==> src/rtl/lbk_pkg.sv <==
package lbk_pkg;
  localparam int REG_W  = 8;
  localparam int MLINES = 4;
  localparam int MCR_LO = 4;

  // control register field positions
  localparam int XM_BIT  = 0;  // extended mode
  localparam int LB_BIT  = 4;  // shared loopback bit
  localparam int TXK_BIT = 5;  // keep transmit pins live in loopback
  localparam int BT_BIT  = 7;  // baud clock onto DTR

  // modem control low bits
  localparam int DTR_BIT  = 0;
  localparam int RTS_BIT  = 1;
  localparam int OUT1_BIT = 2;
  localparam int OUT2_BIT = 3;

  // routed modem line order
  localparam int IDX_CTS = 0;
  localparam int IDX_DSR = 1;
  localparam int IDX_RI  = 2;
  localparam int IDX_DCD = 3;

  // Choose the source of each internal modem status line.
  function automatic logic [MLINES-1:0] map_modem(
    input logic              loop,
    input logic              ext,
    input logic [MLINES-1:0] pins,
    input logic [MCR_LO-1:0] ctl
  );
    logic [MLINES-1:0] r;
    if (!loop) begin
      r = pins;
    end else if (ext) begin
      r[IDX_DSR] = ctl[DTR_BIT];
      r[IDX_RI]  = ctl[DTR_BIT];
      r[IDX_CTS] = ctl[RTS_BIT];
      r[IDX_DCD] = ctl[RTS_BIT];
    end else begin
      r[IDX_DSR] = ctl[DTR_BIT];
      r[IDX_CTS] = ctl[RTS_BIT];
      r[IDX_RI]  = ctl[OUT1_BIT];
      r[IDX_DCD] = ctl[OUT2_BIT];
    end
    return r;
  endfunction

  // Event detector: any change, or only a 1->0 transition.
  function automatic logic delta_hit(
    input logic prev,
    input logic cur,
    input logic fall_only
  );
    return fall_only ? (prev & ~cur) : (prev ^ cur);
  endfunction
endpackage

==> src/rtl/lbk_ctl_regs.sv <==
module lbk_ctl_regs
  import lbk_pkg::*;
(
  input  logic             clk,
  input  logic             rst_n,
  input  logic             ctl_we,
  input  logic [REG_W-1:0] ctl_wdata,
  input  logic             mcr_we,
  input  logic [REG_W-1:0] mcr_wdata,
  output logic [REG_W-1:0] ctl_rdata,
  output logic [REG_W-1:0] mcr_rdata,
  output logic             loop_q,
  output logic [MCR_LO-1:0] mcr_lo_q
);
  localparam int HI_W = REG_W - LB_BIT - 1;

  logic [LB_BIT-1:0] ctl_lo_q;
  logic [HI_W-1:0]   ctl_hi_q;
  logic              loop_wr;
  logic              loop_nxt;

  // control register write has priority over modem control
  assign loop_wr  = ctl_we | mcr_we;
  assign loop_nxt = ctl_we ? ctl_wdata[LB_BIT] : mcr_wdata[LB_BIT];

  always_ff @(posedge clk or negedge rst_n) begin
    if (!rst_n) begin
      ctl_lo_q <= '0;
      ctl_hi_q <= '0;
      loop_q   <= 1'b0;
      mcr_lo_q <= '0;
    end else begin
      if (ctl_we) begin
        ctl_lo_q <= ctl_wdata[LB_BIT-1:0];
        ctl_hi_q <= ctl_wdata[REG_W-1:LB_BIT+1];
      end
      if (mcr_we) mcr_lo_q <= mcr_wdata[MCR_LO-1:0];
      if (loop_wr) loop_q <= loop_nxt;
    end
  end

  assign ctl_rdata = {ctl_hi_q, loop_q, ctl_lo_q};
  assign mcr_rdata = {{(REG_W-LB_BIT-1){1'b0}}, loop_q, mcr_lo_q};


  ctl_loop_wr_chk: assert property (@(posedge clk) disable iff (!rst_n)
    ctl_we |=> (loop_q == $past(ctl_wdata[LB_BIT])));

  mcr_loop_wr_chk: assert property (@(posedge clk) disable iff (!rst_n)
    (mcr_we && !ctl_we) |=> (loop_q == $past(mcr_wdata[LB_BIT])));

  loop_hold_chk: assert property (@(posedge clk) disable iff (!rst_n)
    (!ctl_we && !mcr_we) |=> $stable(loop_q));
endmodule

==> src/rtl/lbk_serial_route.sv <==
module lbk_serial_route
  import lbk_pkg::*;
(
  input  logic clk,
  input  logic rst_n,
  input  logic loop,
  input  logic tx_keep,
  input  logic uart_rx_pin,
  input  logic ir_rx_pin,
  input  logic uart_tx_int,
  input  logic ir_tx_int,
  output logic uart_rx_int,
  output logic ir_rx_int,
  output logic uart_tx_pin,
  output logic ir_tx_pin
);
  logic park;

  assign park        = loop & ~tx_keep;
  assign uart_rx_int = loop ? uart_tx_int : uart_rx_pin;
  assign ir_rx_int   = loop ? ir_tx_int   : ir_rx_pin;
  // idle levels: UART line high, infrared emitter dark
  assign uart_tx_pin = park ? 1'b1 : uart_tx_int;
  assign ir_tx_pin   = park ? 1'b0 : ir_tx_int;


  rx_loop_chk: assert property (@(posedge clk) disable iff (!rst_n)
    loop |-> (uart_rx_int == uart_tx_int) && (ir_rx_int == ir_tx_int));

  tx_park_chk: assert property (@(posedge clk) disable iff (!rst_n)
    (loop && !tx_keep) |-> (uart_tx_pin && !ir_tx_pin));

  tx_live_chk: assert property (@(posedge clk) disable iff (!rst_n)
    (!loop || tx_keep) |-> (uart_tx_pin == uart_tx_int) && (ir_tx_pin == ir_tx_int));
endmodule

==> src/rtl/lbk_modem_route.sv <==
module lbk_modem_route
  import lbk_pkg::*;
(
  input  logic              clk,
  input  logic              rst_n,
  input  logic              loop,
  input  logic              ext,
  input  logic [MLINES-1:0] pins,
  input  logic [MCR_LO-1:0] mcr_lo,
  output logic [MLINES-1:0] routed
);
  assign routed = map_modem(loop, ext, pins, mcr_lo);


  ext_pair_chk: assert property (@(posedge clk) disable iff (!rst_n)
    (loop && ext) |-> (routed[IDX_RI] == routed[IDX_DSR]) &&
                      (routed[IDX_DCD] == routed[IDX_CTS]));

  pass_chk: assert property (@(posedge clk) disable iff (!rst_n)
    !loop |-> (routed == pins));

  dsr_src_chk: assert property (@(posedge clk) disable iff (!rst_n)
    loop |-> (routed[IDX_DSR] == mcr_lo[DTR_BIT]) && (routed[IDX_CTS] == mcr_lo[RTS_BIT]));
endmodule

==> src/rtl/lbk_delta_trk.sv <==
module lbk_delta_trk
  import lbk_pkg::*;
(
  input  logic              clk,
  input  logic              rst_n,
  input  logic [MLINES-1:0] cur,
  input  logic              clr,
  output logic [MLINES-1:0] flag
);
  logic              primed;
  logic [MLINES-1:0] prev;
  logic [MLINES-1:0] evt;

  always_ff @(posedge clk or negedge rst_n) begin
    if (!rst_n) begin
      primed <= 1'b0;
      prev   <= '0;
    end else begin
      primed <= 1'b1;
      prev   <= cur;
    end
  end

  for (genvar i = 0; i < MLINES; i++) begin : g_line
    localparam bit FALL_ONLY = (i == IDX_RI);
    assign evt[i] = primed & delta_hit(prev[i], cur[i], FALL_ONLY);

    always_ff @(posedge clk or negedge rst_n) begin
      if (!rst_n)      flag[i] <= 1'b0;
      else if (evt[i]) flag[i] <= 1'b1;
      else if (clr)    flag[i] <= 1'b0;
    end


    evt_sets_chk: assert property (@(posedge clk) disable iff (!rst_n)
      evt[i] |=> flag[i]);

    clr_wins_chk: assert property (@(posedge clk) disable iff (!rst_n)
      (clr && !evt[i]) |=> !flag[i]);

    hold_chk: assert property (@(posedge clk) disable iff (!rst_n)
      (!clr && !evt[i]) |=> $stable(flag[i]));
  end


  ri_fall_chk: assert property (@(posedge clk) disable iff (!rst_n)
    $rose(flag[IDX_RI]) |-> $past(prev[IDX_RI] && !cur[IDX_RI]));
endmodule

==> src/rtl/lbk_router.sv <==
module lbk_router
  import lbk_pkg::*;
(
  input  logic       clk,
  input  logic       rst_n,
  input  logic       ctl_we,
  input  logic [7:0] ctl_wdata,
  input  logic       mcr_we,
  input  logic [7:0] mcr_wdata,
  input  logic       stat_rd,
  input  logic       uart_rx_pin,
  input  logic       ir_rx_pin,
  input  logic       uart_tx_int,
  input  logic       ir_tx_int,
  input  logic       dsr_pin,
  input  logic       cts_pin,
  input  logic       ri_pin,
  input  logic       dcd_pin,
  input  logic       baud_clk,
  output logic [7:0] ctl_rdata,
  output logic [7:0] mcr_rdata,
  output logic       uart_rx_int,
  output logic       ir_rx_int,
  output logic       uart_tx_pin,
  output logic       ir_tx_pin,
  output logic       dtr_pin,
  output logic       rts_pin,
  output logic       cts_s,
  output logic       dsr_s,
  output logic       ri_s,
  output logic       dcd_s,
  output logic       cts_chg,
  output logic       dsr_chg,
  output logic       ri_trail,
  output logic       dcd_chg
);
  logic              loop_q;
  logic [MCR_LO-1:0] mcr_lo_q;
  logic [MLINES-1:0] pins;
  logic [MLINES-1:0] routed;
  logic [MLINES-1:0] flags;

  lbk_ctl_regs u_regs (
    .clk       (clk),
    .rst_n     (rst_n),
    .ctl_we    (ctl_we),
    .ctl_wdata (ctl_wdata),
    .mcr_we    (mcr_we),
    .mcr_wdata (mcr_wdata),
    .ctl_rdata (ctl_rdata),
    .mcr_rdata (mcr_rdata),
    .loop_q    (loop_q),
    .mcr_lo_q  (mcr_lo_q)
  );

  lbk_serial_route u_ser (
    .clk         (clk),
    .rst_n       (rst_n),
    .loop        (loop_q),
    .tx_keep     (ctl_rdata[TXK_BIT]),
    .uart_rx_pin (uart_rx_pin),
    .ir_rx_pin   (ir_rx_pin),
    .uart_tx_int (uart_tx_int),
    .ir_tx_int   (ir_tx_int),
    .uart_rx_int (uart_rx_int),
    .ir_rx_int   (ir_rx_int),
    .uart_tx_pin (uart_tx_pin),
    .ir_tx_pin   (ir_tx_pin)
  );

  assign pins[IDX_CTS] = cts_pin;
  assign pins[IDX_DSR] = dsr_pin;
  assign pins[IDX_RI]  = ri_pin;
  assign pins[IDX_DCD] = dcd_pin;

  lbk_modem_route u_mdm (
    .clk    (clk),
    .rst_n  (rst_n),
    .loop   (loop_q),
    .ext    (ctl_rdata[XM_BIT]),
    .pins   (pins),
    .mcr_lo (mcr_lo_q),
    .routed (routed)
  );

  lbk_delta_trk u_dlt (
    .clk   (clk),
    .rst_n (rst_n),
    .cur   (routed),
    .clr   (stat_rd),
    .flag  (flags)
  );

  assign cts_s    = routed[IDX_CTS];
  assign dsr_s    = routed[IDX_DSR];
  assign ri_s     = routed[IDX_RI];
  assign dcd_s    = routed[IDX_DCD];
  assign cts_chg  = flags[IDX_CTS];
  assign dsr_chg  = flags[IDX_DSR];
  assign ri_trail = flags[IDX_RI];
  assign dcd_chg  = flags[IDX_DCD];

  assign dtr_pin = ctl_rdata[BT_BIT] ? baud_clk : mcr_lo_q[DTR_BIT];
  assign rts_pin = mcr_lo_q[RTS_BIT];


  baud_dtr_chk: assert property (@(posedge clk) disable iff (!rst_n)
    ctl_rdata[BT_BIT] |-> (dtr_pin == baud_clk));

  loop_mirror_chk: assert property (@(posedge clk) disable iff (!rst_n)
    ctl_rdata[LB_BIT] == mcr_rdata[LB_BIT]);
endmodule

==> config.mk <==
export PLATFORM = sky130hd
export DESIGN_NAME = lbk_router
export DESIGN_NICKNAME = d
export VERILOG_FILES = /design/src/rtl/lbk_pkg.sv /design/src/rtl/lbk_ctl_regs.sv /design/src/rtl/lbk_serial_route.sv /design/src/rtl/lbk_modem_route.sv /design/src/rtl/lbk_delta_trk.sv /design/src/rtl/lbk_router.sv
export SDC_FILE = /design/constraint.sdc
export NUM_CORES = 1
export LEC_CHECK = 0
export ABC_AREA = 1
export BUFFER_PORTS_ARGS = -buffer_cell sky130_fd_sc_hd__buf_2
export CAP_MARGIN = 20
export CORE_MARGIN = 3
export CORE_UTILIZATION = 26
export CTS_BUF_LIST = sky130_fd_sc_hd__clkbuf_16
export CTS_CLUSTER_DIAMETER = 40
export DETAILED_ROUTE_END_ITERATION = 16
export PLACE_DENSITY = 0.5
export SYNTH_ARGS = -nofsm -noshare
export SYNTH_HDL_FRONTEND = slang
export SYNTH_SLANG_ARGS = --single-unit
export TNS_END_PERCENT = 50
==> constraint.sdc <==
create_clock -name clk -period 1.25 [get_ports clk]
set_input_delay 0.1875 -clock clk [delete_from_list [all_inputs] [get_ports clk]]
set_output_delay 0.1875 -clock clk [all_outputs]
set_load 0.02 [all_outputs]
---- After elaboration in Yosys (flattened, before gate mapping) ----
Cells that the tools add are included.
operators by class
  multipliers ............................. 0
  bitwise gates (word level) .............. 12
  div/mod/pow operators ................... 0
  shifts and indexed selects .............. 0
  order comparisons ....................... 0
  $add $sub $neg .......................... 0
  muxes and demuxes ....................... 13
  eq/ne operators ......................... 0
  reduce and logical (&&, ||, !) cells .... 4
operators by type and width
  kind                number
  $mux W1             11
  $mux W4             2
  $reduce_bool A2 Y1  4
  $and A1 B1 Y1       6
  $xor A1 B1 Y1       3
  $not A1 Y1          2
  $or A1 B1 Y1        1
storage, ports and cells
  bits in latches ......................... 0
  logic and storage cells ................. 39
  input port bits ......................... 30
  ROM bits ................................ 0
  flip-flop bits (word level) ............. 21
  memory bits (writable) .................. 0
  memories kept ........................... 0

---- Longest topological paths before layout ----
Gate-level depths: netlist of run 1.
  depth after elaboration ................. 6
  mapped depth ............................ 7
  mapped depth without buffers ............ 6

---- Hierarchy ----
Synthesis of run 1 repeated with hierarchy kept, for this count alone.
second synthesis, totals
  cell total of the unflattened synthesis .. 135
  area, all modules ....................... 1,029.7 um2
modules (own cells, without submodules)
  module            area an instance (um2)  times used  sequential area each (um2)  cells an instance
  lbk_ctl_regs      550.5                   1           300.3                       65
  lbk_delta_trk     330.3                   1           225.2                       35
  lbk_modem_route   83.8                    1           0.0                         20
  lbk_serial_route  50.0                    1           0.0                         11
  lbk_router        15.0                    1           0.0                         4

---- Worst setup path before layout of run 1 ----
No wires, ideal clock.
  kind .................................... register to output
  start point ............................. register u_regs.loop_q
  end point ............................... output ir_rx_int
  data arrival time ....................... 1,038 ps
  cell stages (with the launch flop) ...... 4
  path slack .............................. 24 ps
  cells stage by stage .................... dfrtp_1 > buf_6 > inv_6 > o21ai_0
between the ends
  cells in the longest elaborated chain, start to end .. 1
ends and longest elaborated chain
  item                    line                    RTL
  start, declared         lbk_ctl_regs.sv:12      output logic loop_q,
  start signal, assigned  lbk_ctl_regs.sv:38      if (loop_wr) loop_q <= loop_nxt;
  $mux W1                 lbk_serial_route.sv:21  assign ir_rx_int = loop ? ir_tx_int : ir_rx_pin;
  end, declared           lbk_router.sv:23        output logic ir_rx_int,
No other way between the ends.

---- Worst setup path after layout of run 1 ----
  start point ............................. register u_regs.loop_q
  end point ............................... register u_dlt.prev[3]
between the ends
  cells in the longest elaborated chain, start to end .. 1
ends and longest elaborated chain
  item                  line                 RTL
  $mux W4               lbk_pkg.sv:32        if (!loop) begin
  end signal, assigned  lbk_delta_trk.sv:20  prev <= cur;
  end, declared         lbk_delta_trk.sv:11  logic [MLINES-1:0] prev;
No other way between the ends.
A chain may end at the register's enable or synchronous reset.

==> results of run 1 <==
-- kinds of logic (layout without fill, tap and decap cells) --
group / count (synthesis) / after routing / synth area share [%]
AO/OA/AOI/OAI: 15 / 15 / 7.47
buffers and inverters: 22 / 81 / 12.7
flip-flops: 21 / 21 / 52.3
multiplexers: 1 / 1 / 1.12
other: 2 / 4 / 0.747
AND/OR/NAND/NOR: 59 / 59 / 25.7
-- cells in the final DEF (no fill, tap or decap), drive strengths merged --
cell         instances
or2                  3
nand2               46
conb                 4
nor2                 3
dlygate4sd3          1
dfrtp               21
nand3                7
clkbuf               3
o21ai               12
mux2                 1
buf                 64
inv                 13
a21oi                3
-- sequential cells by signal, summed over array words and instances, names as in the netlist --
register	cells
u_regs.ctl_hi_q	3
u_regs.mcr_lo_q	4
u_regs.loop_q	1
u_dlt.primed	1
u_regs.ctl_lo_q	4
u_dlt.flag	4
u_dlt.prev	4
-- final cells by class --
class                           count  area [um2]
Tap cell                           46        57.6
Inverter                           11        46.3
Timing Repair inverter              1        3.75
Clock inverter                      1        3.75
Multi-Input combinational cell     79         373
Timing Repair Buffer               65         400
Clock buffer                        3        75.1
Fill cell                         389        2030
Sequential cell                    21         528
-- per-layer routing --
metal,up-vias,global-route usage (%),routed length (um)
met5,-,0,0
met2,33,21.5,1330
met1,414,11.9,968
met3,3,4.60,216
li1,479,-,-
met4,0,3.72,20
-- worst max-delay path by stage --
stage / end / slack (ns) / cells past startpoint
after floorplan: ir_rx_int / 0.02 / 3
after global placement: ri_s / 0.05 / 3
after detailed placement: u_dlt.flag[1] / 0.06 / 6
after CTS: uart_rx_int / -0.13 / 3
after global routing: ri_s / -0.19 / 3
final: u_dlt.prev[3] / -0.14 / 7
-- what timing repair did --
action / 4_1_cts / 5_1_grt
endpoints found under the setup margin: 11 / 10
cloned: 1 / 0
hold endpoints to repair: 21 / 0
hold buffers: 1 / 0
gates resized for setup: 15 / 10
pin swaps: 3 / 3
buffers inserted: 8 / 1
-- worst max-delay path: stages, from the launching register on --
cell and delay, ns:
dfrtp_2 0.47, buf_4 0.17, nand3_2 0.08, nand2_2 0.08, buf_4 0.13, buf_4 0.12
buf_4 0.12, buf_4 0.12
-- where the power goes --
part           switching [mW]  total [mW]  leakage (nW)  internal, mW
Combinational           0.323       0.567         0.538         0.244
Sequential             0.0556       0.813         0.252         0.758
Clock                   0.242       0.668        0.0423         0.426
Total                   0.620        2.05         0.832          1.43
-- per-stage QoR --
step | hold slack (ns) | area [um2] | TNS (ns) | power, mW | instances
floorplan | -0.108 | 1010 | 0 | 1.13 | 122
global placement | 0.172 | 1270 | 0 | 1.29 | 212
detailed placement | 0.176 | 1270 | 0 | 1.30 | 212
CTS | 0.131 | 1460 | -0.982 | 2.05 | 226
global route | 0.147 | 1490 | -1.38 | 2.16 | 227
finish | 0.132 | 1490 | -0.899 | 2.05 | 227
==> impl_results.md, run 1 <==
* Status: finished, violations left
* Violated checks: setup timing
* Nets@finish at 212
* Clock transition at path regs at around 0.060 ns
* Area contributors post-synth: dfrtp_1 (52%), nand2_1 (16%), buf_4 (6.0%)
* Top post-synthesis cells by count: nand2_1 (42), dfrtp_1 (21), o21ai_0 (9)
* Fmax at just over 700 MHz
* Synth Area per Inst at roughly 8.4 um2
* Slew Viols, Final at 0
* Drt drc at 0
* First-pass DRT Iterations at 4
* Max Clock Skew at about 0.0011 ns
* PwrDens at ~1400 nW/um2
* Area grow syn2layout at 48.1%
* Fin worst setup slack at -0.139 ns
* Critical Path Start: u_regs.loop_q
* Number of antenna violations at the first check in global routing at 0
* Synth Flop Type: dfrtp_1
* Async set-reset flop share out of synthesis at 100%
* Pleak at between 0.8 and 0.9 nW
* Hold Startpoint: ctl_wdata[6]
* 1st-iter DRT viols at 12
* Max-Cap Viols at 0
* Post-synthesis cell type count at 18
* Ports at 60
* Final Critical Period at 1.39 ns
* Clock latency on the worst-skew pair at ~0.25 ns
* Sequential area share after synthesis at a little over half
* Post-route ant nets at 0
* Die Wd at slightly below 70 um
* Via density at approximately 4.1
* Hold Crit Class: primary input to flop
* Clock buffer depth at 2
* Flop-to-flop setup slack at -0.14 ns
* HPWL after detailed placement at ~1.9 mm
* Initial core utilization at 28.5%
* Final Cycle Share at 111%
* DP Worst Slack at 0.0589 ns
* R2R cell count at 7
* Fraction of layout cells with a size suffix above 1 at 45.9%
* CP Launch Type: flop
* Site row count at 21
* WHS Path Cells at 3
* Vias in the first global route at 940
* Crit-path max FO at 6
* Die height at ~70 um
* Core ar. at roughly 3500 um2
* CP Class: flop to flop
* Final hold violations at 0
* Hold Path Sink: u_regs.ctl_hi_q[1]
* Reg2reg end: u_dlt.prev[3]
* Largest net degree at the start of global routing at 22
* R2R Path Start: u_regs.loop_q
* GR Util All Layers at 11.7%
* Vias at just over 900
* Clk sinks at 21
* Die ar. at approximately 4600 um2
* Top cell type's share of synthesized area at a little over half
* TritonCTS Buffers at 3
* CTS root buffer: clkbuf_16
* Ant. Diodes at 0
* Post-synth EDFFs at 0
* Crit path capture type: flop
* Setup-failing EPs final at 10
* Post-layout util at a little over two fifths
* First-pass GRT wire length at 4.03 mm
* Top-count cell post-synth: nand2_1
* RSZ-0062 raised after global routing: yes
* Htree depth at 1
* Placer Congestion at roughly 0.72
* Worst vdd ir at ~620 uV
* Routed wire per std cell at 11.2 um
* Synth warnings at 0
* Worst Path Arrival at ~1.5 ns
* CTS tree: built
* Final WL at around 2.5 mm
* Cell taking the most area after synthesis: dfrtp_1
* Post-Synthesis Cells at 120
* FF+latch count, synth at 21
* Count of input and output buffers at 53
* Post-Syn Area at approximately 1000 um2
* Grt total ovfl at 0
* Req. time, crit path at 1.40 ns
Power figures use the tool's default switching activity.
==> inputs of run 2 (changes only) <==
PLACE_DENSITY = default   (was 0.5)
==> impl_results.md, run 2 (same netlist as run 1, synthesis figures left out) <==
* Fin Setup TNS at -0.677 ns
* Clk sinks at 21
* CTS root buffer: clkbuf_16
* Ports at 60
* Worst vdd ir at slightly above 500 uV
* Max-Cap Viols at 0
* Final Critical Period at 1.38 ns
* Power, Total at approximately 2.1 mW
* Violated checks: setup timing
* TritonCTS Buffers at 3
* Crit path capture type: primary output
* Htree depth at 1
* Number of antenna violations at the first check in global routing at 0
* Req. time, crit path at 1.06 ns
* Die height at 68.2 um
* Site row count at 21
* Final WL at around 2.7 mm
* Die ar. at between 4000 and 5000 um2
* Final Cycle Share at 110%
* Ant. Diodes at 0
* Crit-path max FO at 4
* PwrDens at ~1300 nW/um2
* Fmax at 725 MHz
* Vias at ~960
* Post-route ant nets at 0
* Initial core utilization at approximately 29%
* Leading cell types in the layout, fill and taps excluded: buf_2 (44), nand2_1 (36), dfrtp_1 (19)
* Setup-failing EPs final at 10
* First-pass DRT Iterations at 4
* GR Util All Layers at 12.1%
* First-pass GRT wire length at around 4.1 mm
* Die Wd at 68.2 um
* Clock latency on the worst-skew pair at about 0.25 ns
* Vias in the first global route at roughly 910
* Fin worst setup slack at -0.130 ns
* Worst Path Arrival at ~1.2 ns
* RSZ-0062 raised after global routing: yes
* Area grow syn2layout at 57.0%
* Final hold violations at 0
* Grt total ovfl at 0
* Slew Viols, Final at 0
* Most common cell after layout, fill and taps aside: buf_2
* Status: finished, violations left
* R2R cell count at 7
* Clock buffer depth at 2
* CP Class: flop to primary output
* Hold Crit Class: primary input to flop
* Flop-to-flop setup slack at -0.04 ns
* Nets@finish at about 220
* CTS tree: built
* Fraction of layout cells with a size suffix above 1 at approximately 51%
* DP Worst Slack at about 0.049 ns
* Count of input and output buffers at 53
* Max Clock Skew at roughly 0.0011 ns
* 1st-iter DRT viols at 20
* Largest net degree at the start of global routing at 22
* HPWL after detailed placement at between 1.5 and 2 mm
* Drt drc at 0
* Core ar. at about 3500 um2
* Placer Congestion at between 0.7 and 0.8
* Pleak at 0.870 nW
* Hold Slack at 0.130 ns
* WHS Path Cells at 3
* CP Launch Type: flop
* Routed wire per std cell at between 10 and 15 um
* Clock transition at path regs at around 0.060 ns
* Via density at between 4 and 5
## run 2: critical path: stages (launching register included)
cell     delay (ns)
dfrtp_2        0.41
buf_12         0.13
o21ai_2        0.06
o21ai_2        0.19
buf_6          0.15
## run 2: per-layer routing
metal / part of all wire (%) / global-route usage, % / routed length, um
met2: 51 / 19.1 / 1370
met3: 6.3 / 3.28 / 169
met1: 41 / 14.8 / 1100
met4: 2.2 / 6.70 / 59
met5: 0 / 0 / 0
## run 2: cell type report
type,count,area [um2]
Sequential cell,21,528
Tap cell,46,57.6
Timing Repair Buffer,69,442
Multi-Input combinational cell,79,407
Fill cell,365,1940
Clock buffer,3,75.1
Clock inverter,1,3.75
Inverter,11,53.8
Timing Repair inverter,1,11.3
## run 2: path summary, 6_finish.rpt
path | startpoint | endpoint
max | u_regs.loop_q | ri_s
min | ctl_wdata[3] | u_regs.ctl_lo_q[3]
max reg2reg | u_regs.loop_q | u_dlt.flag[2]
min reg2reg | u_regs.ctl_lo_q[3] | u_regs.ctl_lo_q[3]
max in group asynchronous | rst_n | u_regs.loop_q
min in group asynchronous | rst_n | u_dlt.flag[0]
## run 2: power breakdown
| group | leakage, nW | internal, mW | switching [mW] |
|---|---|---|---|
| Clock | 0.0423 | 0.426 | 0.241 |
| Combinational | 0.576 | 0.278 | 0.353 |
| Sequential | 0.252 | 0.758 | 0.0551 |
| Total | 0.870 | 1.46 | 0.648 |
## run 2: stage by stage
stage	cells	utilization (%)	area, um2
floorplan	122	-	1010
global placement	212	36.0	1270
detailed placement	212	36.0	1270
CTS	226	42.4	1490
global route	231	44.8	1580
finish	231	44.8	1580
## run 2: what timing repair did
action / 4_1_cts / 5_1_grt
endpoints found under the setup margin: 10 / 10
pin swaps: 1 / 2
endpoints found under the hold margin: 21 / 0
hold buffers: 1 / 0
cloned: 1 / 0
resized for setup: 24 / 17
setup buffers: 8 / 5
==> inputs of run 3 (changes only) <==
CORE_MARGIN = default   (was 3)
==> impl_results.md, run 3 (same netlist as run 1, synthesis figures left out) <==
* Status: finished, violations left
* Violated checks: setup timing
* Flop-to-flop setup slack at 0 ns
* Final Cycle Share at 108%
* CTS root buffer: clkbuf_16
* First-pass GRT wire length at between 3 and 4 mm
* Clk pwr share at around a third
* Fin worst setup slack at -0.103 ns
* Clk sinks at 21
* Post-route ant nets at 0
* Most common cell after layout, fill and taps aside: buf_2
* Slowest-stage cell, CP: dfrtp_2
* GR Util All Layers at 12.0%
* Clock latency on the worst-skew pair at roughly 0.25 ns
* Crit path capture type: primary output
* Slew Viols, Final at 0
* Die ar. at approximately 4100 um2
* Core ar. at 3690 um2
* WHS Path Cells at 3
* Int Pwr at between 1 and 1.5 mW
* Vias at between 900 and 1k
* Site row count at 22
* Routed wire per std cell at approximately 10 um
* Fmax at between 700 and 800 MHz
* CP Class: flop to primary output
* Switching Power at approximately 640 uW
* Fraction of layout cells with a size suffix above 1 at 50.0%
* Comb pwr share at between 20% and 30%
* Setup-failing EPs final at 11
* Slowest Stage Delay on Critical Path at just under 0.5 ns
* Die Wd at between 60 and 70 um
* Worst Path Arrival at 1.17 ns
* RSZ-0062 raised after global routing: yes
* CTS tree: built
* Leading cell types in the layout, fill and taps excluded: buf_2 (42), nand2_1 (37), dfrtp_1 (19)
* First-pass DRT Iterations at 4
* Pleak at 0.859 nW
* Vias in the first global route at 852
* Placer Congestion at around 0.68
* Die height at around 64 um
* PwrDens at between 1000 and 1500 nW/um2
* Clock buffer depth at 2
* Power, Total at between 2 and 2.5 mW
* Nets@finish at 215
* Hold Startpoint: ctl_wdata[2]
* Sw Share at 30.4%
* Hold Path Sink: u_regs.ctl_lo_q[2]
* Clock transition at path regs at roughly 0.06 ns
* Grt total ovfl at 0
* Max Clock Skew at ~0.0036 ns
* Htree depth at 1
* Area grow syn2layout at 56.4%
* R2R cell count at 6
* Number of antenna violations at the first check in global routing at 0
* Hold Crit Class: primary input to flop
* Final hold violations at 0
* Via density at around 4
* Reg2reg end: u_dlt.prev[3]
* Final Critical Period at approximately 1.4 ns
* Cells along the critical path: clkinv_4 -> nand2_1 -> o21ai_1 -> buf_4
* Largest net degree at the start of global routing at 22
* R2R Path Start: u_regs.loop_q
* Drt drc at 0
* CP Launch Type: flop
* 1st-iter DRT viols at 28
* TritonCTS Buffers at 3
* Req. time, crit path at about 1.1 ns
* Sequential power share at between 30% and 40%
* Ports at 60
* Initial core utilization at 27.2%
* Post-layout util at ~43%
* Filler Cell Count at just under 400
* Worst vdd ir at around 820 uV
* Count of input and output buffers at 53
* Max-Cap Viols at 0
* Ant. Diodes at 0
* HPWL after detailed placement at 1.70 mm
* Final WL at between 2 and 2.5 mm
* Crit-path max FO at 6
-- run 3: changes by cell type in the layout (fill, tap and decap cells not counted), moves of 2 or more --
cell	delta
buf_4	-3
clkinv_4	+2
o21ai_1	+3
buf_2	-2
buf_6	+5
o21ai_2	-3
-- run 3: how the worst max path moves through the flow --
stage	startpoint	slack, ns	depth (start not counted)	end
2_1_floorplan	u_regs.loop_q	0.02	3	ir_rx_int
3_3_place_gp	u_regs.loop_q	0.06	3	ri_s
3_5_place_dp	u_regs.loop_q	0.05	6	u_dlt.flag[0]
4_1_cts	u_regs.loop_q	-0.11	4	ri_s
5_1_grt	u_regs.ctl_lo_q[0]	-0.15	4	ri_s
6_report	u_regs.loop_q	-0.10	4	ir_rx_int
-- run 3: per-stage QoR --
step / setup TNS, ns / setup WS (ns) / hold slack, ns / area (um2) / std cells
floorplan: 0 / 0.0241 / -0.108 / 1010 / 122
global placement: 0 / 0.0614 / 0.168 / 1280 / 215
detailed placement: 0 / 0.0506 / 0.185 / 1280 / 215
CTS: -0.886 / -0.106 / 0.128 / 1510 / 229
global route: -1.43 / -0.152 / 0.138 / 1570 / 232
finish: -0.848 / -0.103 / 0.131 / 1570 / 232
-- run 3: final cells by class --
type / instances / area, um2 / share of cell area (%)
inverters: 11 / 46.3 / 2.95
clock inverters: 1 / 5.00 / 0.318
well taps: 48 / 60.1 / 3.82
clock buffers: 3 / 75.1 / 4.78
repair inverters: 1 / 8.76 / 0.557
multi-input cells: 79 / 403 / 25.6
repair buffers: 68 / 445 / 28.3
flip-flops and latches: 21 / 528 / 33.6
-- run 3: what timing repair did --
| item | in CTS | in global routing |
|---|---|---|
| pin swaps | 6 | 3 |
| hold buffers | 1 | 0 |
| buffers inserted | 9 | 2 |
| setup endpoints to repair | 9 | 13 |
| cloned | 0 | 1 |
| gates resized for setup | 21 | 21 |
| endpoints found under the hold margin | 21 | 0 |
-- run 3: critical path: cells and delay by family (launching register included) --
family,cells,cell delay [ns]
AND/OR/NAND/NOR,1,0.07
AO/OA/AOI/OAI,1,0.06
flip-flops,1,0.49
buffers and inverters,2,0.28
-- run 3: routing by layer --
layer,track usage (%),vias up,share of wire (%)
li1,-,485,-
met2,19.3,44,47
met5,0,-,0
met1,14.8,418,44
met3,4.82,2,8.0
met4,3.33,0,0.80
-- run 3: power by group through the flow --
stage	Clock, mW	Combinational [mW]	Sequential [mW]
after floorplan	0	0.258	0.873
after global placement	0	0.469	0.817
after detailed placement	0	0.474	0.818
after CTS	0.690	0.577	0.813
after global routing	0.728	0.664	0.825
final	0.672	0.612	0.815
